## src/rtl/tmr_mac_pkg.sv

```systemverilog
// Package: shared constants and the bitwise majority primitive for the
// triple-redundant accumulator. Assumes exactly three lanes.
package tmr_mac_pkg;
    localparam int LANES = 3;
    typedef logic [1:0] lane_sel_t;

    // Two-of-three majority of single bits.
    function automatic logic maj_bit(input logic x, input logic y, input logic z);
        return (x & y) | (y & z) | (z & x);
    endfunction
endpackage

```

## src/rtl/tmr_maj_voter.sv

```systemverilog
// Bitwise two-of-three voter. Purely combinational; one instance per
// consumer so that a transient in one voter affects one lane only.
module tmr_maj_voter #(
    parameter int WIDTH = 24
) (
    input  logic [WIDTH-1:0] in_x,
    input  logic [WIDTH-1:0] in_y,
    input  logic [WIDTH-1:0] in_z,
    output logic [WIDTH-1:0] voted
);
    import tmr_mac_pkg::*;

    // One majority gate per bit position.
    for (genvar i = 0; i < WIDTH; i++) begin : g_bit
        assign voted[i] = maj_bit(in_x[i], in_y[i], in_z[i]);
    end
endmodule

```

## src/rtl/tmr_mac_lane.sv

```systemverilog
// One lane of the redundant accumulator: a signed multiplier, an adder and
// an accumulator register. The running sum comes from this lane's voter
// (fb_acc), never from its own register, so a bad register is repaired on
// the next edge. flip_en/flip_bit invert one stored bit (test only).
// Assumes ACC_W >= 2*W.
module tmr_mac_lane #(
    parameter int W     = 8,
    parameter int ACC_W = 2*W+8,
    parameter int IDX_W = $clog2(ACC_W)
) (
    input  logic                    clk,
    input  logic                    rst_n,
    input  logic                    clear,
    input  logic                    valid,
    input  logic signed [W-1:0]     op_a,
    input  logic signed [W-1:0]     op_b,
    input  logic [ACC_W-1:0]        fb_acc,
    input  logic                    flip_en,
    input  logic [IDX_W-1:0]        flip_bit,
    output logic [ACC_W-1:0]        acc_q
);
    localparam int PROD_W = 2*W;

    logic signed [PROD_W-1:0] prod;
    logic signed [ACC_W-1:0]  prod_ext;
    logic [ACC_W-1:0]         sum;
    logic [ACC_W-1:0]         acc_d;
    logic [ACC_W-1:0]         flip_mask;

    // Signed product, sign-extended to accumulator width.
    always_comb begin
        prod     = op_a * op_b;
        prod_ext = ACC_W'(prod);
    end

    // Adder fed by the voted feedback value.
    assign sum = fb_acc + ACC_W'(prod_ext);

    // Next-state selection: clear beats valid, otherwise hold voted value.
    always_comb begin
        if (clear)      acc_d = '0;
        else if (valid) acc_d = sum;
        else            acc_d = fb_acc;
    end

    // Injection mask; an index past the top bit shifts out to zero.
    always_comb begin
        flip_mask = '0;
        if (flip_en) flip_mask = ACC_W'(1) << flip_bit;
    end

    // Accumulator register with synchronous active-low reset.
    always_ff @(posedge clk) begin
        if (!rst_n) acc_q <= '0;
        else        acc_q <= acc_d ^ flip_mask;
    end
endmodule

```

## src/rtl/tmr_mac_merge.sv

```systemverilog
// Output stage: votes the three raw lane accumulators into one value,
// registers it and compares the lanes for the disagreement flag. The flag is
// combinational on the lane registers, so it is valid in the same cycle.
module tmr_mac_merge #(
    parameter int ACC_W = 24
) (
    input  logic             clk,
    input  logic             rst_n,
    input  logic [ACC_W-1:0] lane0,
    input  logic [ACC_W-1:0] lane1,
    input  logic [ACC_W-1:0] lane2,
    output logic [ACC_W-1:0] result,
    output logic             mismatch
);
    logic [ACC_W-1:0] out_vote;

    tmr_maj_voter #(.WIDTH(ACC_W)) out_voter_i (
        .in_x  (lane0),
        .in_y  (lane1),
        .in_z  (lane2),
        .voted (out_vote)
    );

    // Single output register fed by the majority of the lanes.
    always_ff @(posedge clk) begin
        if (!rst_n) result <= '0;
        else        result <= out_vote;
    end

    // Disagreement detector across the three lanes.
    always_comb begin
        mismatch = (lane0 != lane1) || (lane1 != lane2);
    end
endmodule

```

## src/rtl/tmr_mac.sv

```systemverilog
// Top of the triple-redundant multiply-accumulator. Three lanes share the
// operand and control inputs; three voters (one per lane) close each
// feedback loop; a fourth voter feeds the single output register.
// Assumes ACC_W >= 2*W and a fault-free clock tree.
module tmr_mac
    import tmr_mac_pkg::*;
#(
    parameter int W     = 8,
    parameter int ACC_W = 2*W+8,
    localparam int IDX_W = $clog2(ACC_W)
) (
    input  logic                clk,
    input  logic                rst_n,
    input  logic                clear,
    input  logic                valid,
    input  logic [W-1:0]        op_a,
    input  logic [W-1:0]        op_b,
    input  logic                inj_en,
    input  logic [1:0]          inj_lane,
    input  logic [IDX_W-1:0]    inj_bit,
    output logic [ACC_W-1:0]    result,
    output logic                mismatch
);
    logic [ACC_W-1:0] lane_acc [LANES];
    logic [ACC_W-1:0] lane_fb  [LANES];

    for (genvar g = 0; g < LANES; g++) begin : g_lane
        logic lane_flip;

        // Per-lane decode of the injection target.
        assign lane_flip = inj_en && (inj_lane == lane_sel_t'(g));

        // This lane's own voter inside its feedback loop.
        tmr_maj_voter #(.WIDTH(ACC_W)) fb_voter_i (
            .in_x  (lane_acc[0]),
            .in_y  (lane_acc[1]),
            .in_z  (lane_acc[2]),
            .voted (lane_fb[g])
        );

        tmr_mac_lane #(.W(W), .ACC_W(ACC_W), .IDX_W(IDX_W)) lane_i (
            .clk      (clk),
            .rst_n    (rst_n),
            .clear    (clear),
            .valid    (valid),
            .op_a     (op_a),
            .op_b     (op_b),
            .fb_acc   (lane_fb[g]),
            .flip_en  (lane_flip),
            .flip_bit (inj_bit),
            .acc_q    (lane_acc[g])
        );
    end

    tmr_mac_merge #(.ACC_W(ACC_W)) merge_i (
        .clk      (clk),
        .rst_n    (rst_n),
        .lane0    (lane_acc[0]),
        .lane1    (lane_acc[1]),
        .lane2    (lane_acc[2]),
        .result   (result),
        .mismatch (mismatch)
    );
endmodule

```

## config.mk

```make
export PLATFORM = sky130hd
export DESIGN_NAME = tmr_mac
export DESIGN_NICKNAME = d
export VERILOG_FILES = /design/src/rtl/tmr_mac_pkg.sv /design/src/rtl/tmr_maj_voter.sv /design/src/rtl/tmr_mac_lane.sv /design/src/rtl/tmr_mac_merge.sv /design/src/rtl/tmr_mac.sv
export SDC_FILE = /design/constraint.sdc
export NUM_CORES = 1
export LEC_CHECK = 0
export ABC_AREA = 0
export ABC_CLOCK_PERIOD_IN_PS = 23000
export BUFFER_PORTS_ARGS = -buffer_cell sky130_fd_sc_hd__buf_2
export CORE_ASPECT_RATIO = 0.8
export CORE_MARGIN = 2
export CORE_UTILIZATION = 35
export CTS_BUF_LIST = sky130_fd_sc_hd__clkbuf_2 sky130_fd_sc_hd__clkbuf_4 sky130_fd_sc_hd__clkbuf_8
export CTS_CLUSTER_SIZE = 16
export DETAILED_ROUTE_END_ITERATION = 8
export GPL_TIMING_DRIVEN = 0
export PLACE_DENSITY_LB_ADDON = 0.05
export SLEW_MARGIN = 20
export SYNTH_ARGS = -nofsm -noshare
export SYNTH_HDL_FRONTEND = slang
export SYNTH_SLANG_ARGS = --single-unit
```

## constraint.sdc

```tcl
create_clock -name clk -period 23 [get_ports clk]
set_clock_uncertainty 0.2 [all_clocks]
set_input_delay 4.6 -clock clk [delete_from_list [all_inputs] [get_ports clk]]
set_output_delay 4.6 -clock clk [all_outputs]
set_load 0.01 [all_outputs]
```

After elaboration in Yosys (flattened, before gate mapping)
Cells that the tools add are included.
Widths: inputs -> output; s select.

storage, ports and cells
  register bits = 96
  input bits = 28
  output and inout port bits = 25

cells by class
  add/sub/neg operators = 1
  multiply operators = 1
  equality and inequality tests = 4
  shifts and indexed selects = 1
  multiplexer cells = 5
  bitwise gates (word level) = 123
  reductions and logical operators = 5

operators with widths
  kind                  count
  $mux 24               5
  $and 1x1->1           72
  $xor 24x24->24        3
  $ne 24x24->1          2
  $or 1x1->1            48
  $add 24x24->24        1
  $shl 1x5->24 const A  1
  $mul 8x8->16          1
  $logic_and 1x1->1     3
  $eq 2x1->1 const B    1
  $eq 2x2->1 const B    1
  $logic_not 2->1       1
  $logic_or 1x1->1      1

Longest topological paths before layout
  depth in word-level cells = 7
  mapped depth = 29
  depth with buffers taken out = 29

Modules after synthesis
A second synthesis with hierarchy kept.

second synthesis, totals
  cells, all modules = 2,092
  area, all modules = 17,395.4 um^2

modules (own cells, without submodules)
  module                           instances  cells each  area each (um^2)  seq. area each (um^2)
  tmr_mac_lane (g_lane[0].lane_i)  1          656         5,167.5           480.5
  tmr_mac_lane (g_lane[2].lane_i)  1          614         5,081.1           480.5
  tmr_mac_lane (g_lane[1].lane_i)  1          609         5,011.1           480.5
  tmr_maj_voter                    4          24          270.3             0.0
  tmr_mac_merge                    1          114         1,024.7           480.5
  tmr_mac                          1          3           30.0              0.0

Worst setup path after synthesis
No wires, ideal clock.

  kind = input to register
  start point = in op_b[2]
  end point = reg g_lane[0].lane_i.acc_q[23]
  setup time = 72 ps
  arrival time = 10,762 ps
  required time = 22,728 ps
  slack = 11,966 ps
  cell stages on the path = 26
  path buffers = 0
  path through = and2_1 > fa_1 > inv_1 > fa_1 > inv_1 > fa_1 > inv_1 > fa_1 > inv_1 > ha_1 > o21ai_0 > nor2_1 > o41a_1 > o41ai_4 > o31ai_1 > nor2_1 > ha_1 > a2111oi_0 > o21ai_0 > o21ai_0 > nor3b_1 > a21oi_1 > a31oi_1 > mux2i_1 > mux2i_1 > mux2i_1

between the ends
  longest elaborated chain between the ends = 5

ends and longest elaborated chain
  item                  line                text
  start, declared       tmr_mac.sv:17       input logic [W-1:0] op_b,
  $mul 8x8->16          tmr_mac_lane.sv:32  prod = op_a * op_b;
  $add 24x24->24        tmr_mac_lane.sv:37  assign sum = fb_acc + ACC_W'(prod_ext);
  $mux 24               tmr_mac_lane.sv:42  else if (valid) acc_d = sum;
  $mux 24               tmr_mac_lane.sv:41  if (clear) acc_d = '0;
  $xor 24x24->24        tmr_mac_lane.sv:55  else acc_q <= acc_d ^ flip_mask;
  end signal, assigned  tmr_mac_lane.sv:55
  end, declared         tmr_mac_lane.sv:20  output logic [ACC_W-1:0] acc_q

Every way passes these cells.
A chain may end at the register's enable or synchronous reset.

Worst setup path in the final report
Same ends and word-level chain as after synthesis.

==> metrics.yaml <==
die_x_um: 180
p_total_mw: 1.12
die_area_um2: 26100
start_util: 0.356
hold_path.class: "flop to flop"
ys_seq_area_frac: 0.221
pin_count: 53
route.detailed.wl_per_inst_um: 17.3
clock_sinks: 96
hold_viol_final: 0
rows: 51
synth_ff_type: "dfxtp_1"
endpoint_kind: "flop"
drive_gt1_frac: 0.0743
synth.net_count: 1184
criticalPathCategory: "input port to flop"
cts.htree.levels: 3
via_per_inst: 4.95
cts.clk_slew.worst_paths_ps: 90
syn_avg_cell_area_um2: 8.68
powerDensity_nw_per_um2: 118
drv_cap: 0
cp_max_fo: 8
cts_root_buffer: "clkbuf_8"
critPathArrivalTime_ps: 12180
worst_ir_drop_vdd_v: 0.0000692
ys_ff_latch: 96
synth_cell_types: 59
vias: 6835
dr_wl_met2_mm: 9.80
drc: 0
first_global_vias: 6543
grt_overflow: 0
p_leak_nw: 4.71
cts_tree: "yes"
synth-edff-count: 0
wl_met1_mm: 13.1
fp.dieH_um: 145
highest_layer: "met4"
timing.fmax_mhz: 82.9
tns_ps: 0
nets: 1245
cts-resized-gates: 0
syn-cell-area_um2: 8680
rsz0062_at_grt: "no"
crit_required_ps: 23110
wl_met3_um: 924
fin_util: 0.391
syn_inst: 1000
worst_setup_path_start_kind: "input port"
synth-warning-count: 0
run_status: "finished clean"
first_pass_iters: 5
cts_setup_buffers: 0
area_growth_pct: 9.66
drt_wl_total_mm: 23.9
min_period_ps: 12070
regArea_um2: 1920
setup_viol: 0
numCtsBuffers: 9
fin_crit_sh: 0.525
ant_nets: 0
async_flop_share: 0
grt_pass1_wl_mm: 37.9
antenna_found_initial: 0
grt_usage: 0.191
multiInputGateArea_um2: 6280
core-area_um2: 24400
slew_viol_final: 0
fillers: 2612
dpl.hpwl_mm: 19.5
slew_headroom: 0.417
clk_latency_ps: 380
worst_pin_slew_ps: 867
grt_max_degree: 15
clockBufferDepth: 2
numPortBuffers: 50
first_iter_violations: 351
postCtsHoldBufs: 0
place_congestion: 0.823
==> sequential cells by signal, indices dropped and copies added (netlist names) <==
name / flops
merge_i.result: 24
g_lane.lane_i.acc_q: 72
==> worst max-delay path, cell delays in order <==
cell       delay (ps)
buf_2             160
and2_1            190
fa_1              530
inv_1              50
fa_1              550
inv_1              50
fa_1              470
inv_1              50
fa_1              470
inv_1              40
ha_1              300
o21ai_0            80
nor2_1            100
o41a_1            390
o41ai_4           350
o31ai_1           190
nor2_1            530
ha_1              440
a2111oi_0         500
o21ai_0           180
o21ai_0           190
nor3b_1           230
a21oi_1           120
a31oi_1           250
mux2i_1           390
mux2i_1           540
mux2i_1           240
==> Yosys cell counts, drive strengths merged, types with 19 or more instances <==
cell type,number,area (um^2)
nor2,83,312
and2,122,763
nand2,72,270
dfxtp,96,1920
o21ai,26,130
clkbuf,27,101
a211oi,20,160
a21oi,26,130
ha,100,1250
nor2b,19,119
inv,98,368
xnor2,53,464
fa,56,1120
xor2,34,298
==> final timing paths <==
path	start	endpoint	slack (ps)	cells after the start
hold reg to reg	g_lane[0].lane_i.acc_q[20]$_SDFF_PN0_	merge_i.result[20]$_SDFF_PN0_	360	2
setup / recovery	op_b[2]	g_lane[0].lane_i.acc_q[23]$_SDFF_PN0_	10930	27
hold / removal	g_lane[0].lane_i.acc_q[20]$_SDFF_PN0_	merge_i.result[20]$_SDFF_PN0_	360	2
setup reg to reg	g_lane[2].lane_i.acc_q[0]$_SDFF_PN0_	g_lane[2].lane_i.acc_q[18]$_SDFF_PN0_	18470	14
==> metrics by stage <==
| step | hold slack, ps | cells | setup slack [ps] | area [um^2] |
|---|---|---|---|---|
| 2_1_floorplan | 303 | 1000 | 11970 | 8680 |
| 3_3_place_gp | 342 | 1368 | 10610 | 9330 |
| 3_5_place_dp | 349 | 1368 | 10570 | 9330 |
| 4_1_cts | 368 | 1381 | 10960 | 9520 |
| 5_1_grt | 406 | 1381 | 10670 | 9520 |
| 6_report | 357 | 1382 | 10930 | 9520 |
==> routing by layer <==
metal	global-route usage	vias up
met4	0.0242	0
met1	0.291	3275
met3	0.0308	10
met5	0	-
li1	-	3433
met2	0.287	117
==> cell usage in the layout, fill, tap and decap left out, types with 4 or more instances in the layout <==
cell type / Yosys / layout
and3b_1: 4 / 4
nor2b_1: 19 / 19
or3_1: 8 / 8
xnor2_1: 53 / 53
inv_1: 98 / 98
and3_1: 6 / 6
nand2b_1: 9 / 9
clkbuf_8: 0 / 10
nor2_1: 83 / 83
a21oi_1: 26 / 26
a21o_1: 12 / 12
fa_1: 56 / 56
nor4_1: 13 / 13
clkbuf_1: 27 / 27
o21bai_1: 6 / 6
nand3b_1: 4 / 4
a211o_1: 17 / 17
o21ai_0: 23 / 23
nand3_1: 18 / 18
nor3_1: 7 / 7
o21a_1: 7 / 7
buf_2: 0 / 50
a211oi_1: 18 / 18
and2_1: 121 / 121
nand2_1: 72 / 72
ha_1: 100 / 100
mux2i_1: 8 / 8
xor2_1: 34 / 34
dfxtp_1: 96 / 96
==> power by group <==
part	switching (mW)	internal (mW)
Clock	0.0604	0.0515
Sequential	0.0182	0.201
Combinational	0.456	0.331
==> cell type report <==
type,instances,area share
diodes,1,0.000263
inverters,99,0.0390
multi-input cells,775,0.660
repair buffers,50,0.0263
well taps,318,0.0418
flip-flops and latches,96,0.202
clock buffers,10,0.0145
clock inverters,3,0.00473
plain buffers,30,0.0118
==> logic make-up (layout without fill, tap and decap cells) <==
kind of cell,after synthesis,count (layout),share of synthesized area
multiplexers,9,9,0.0105
flip-flops,96,96,0.221
buffers and inverters,129,192,0.0558
XOR/XNOR,87,87,0.0878
other,0,1,0
AND/OR/NAND/NOR,381,381,0.232
adder cells (fa/ha/maj),156,156,0.273
AO/OA/AOI/OAI,142,142,0.119
(Power assumes the default switching activity.)
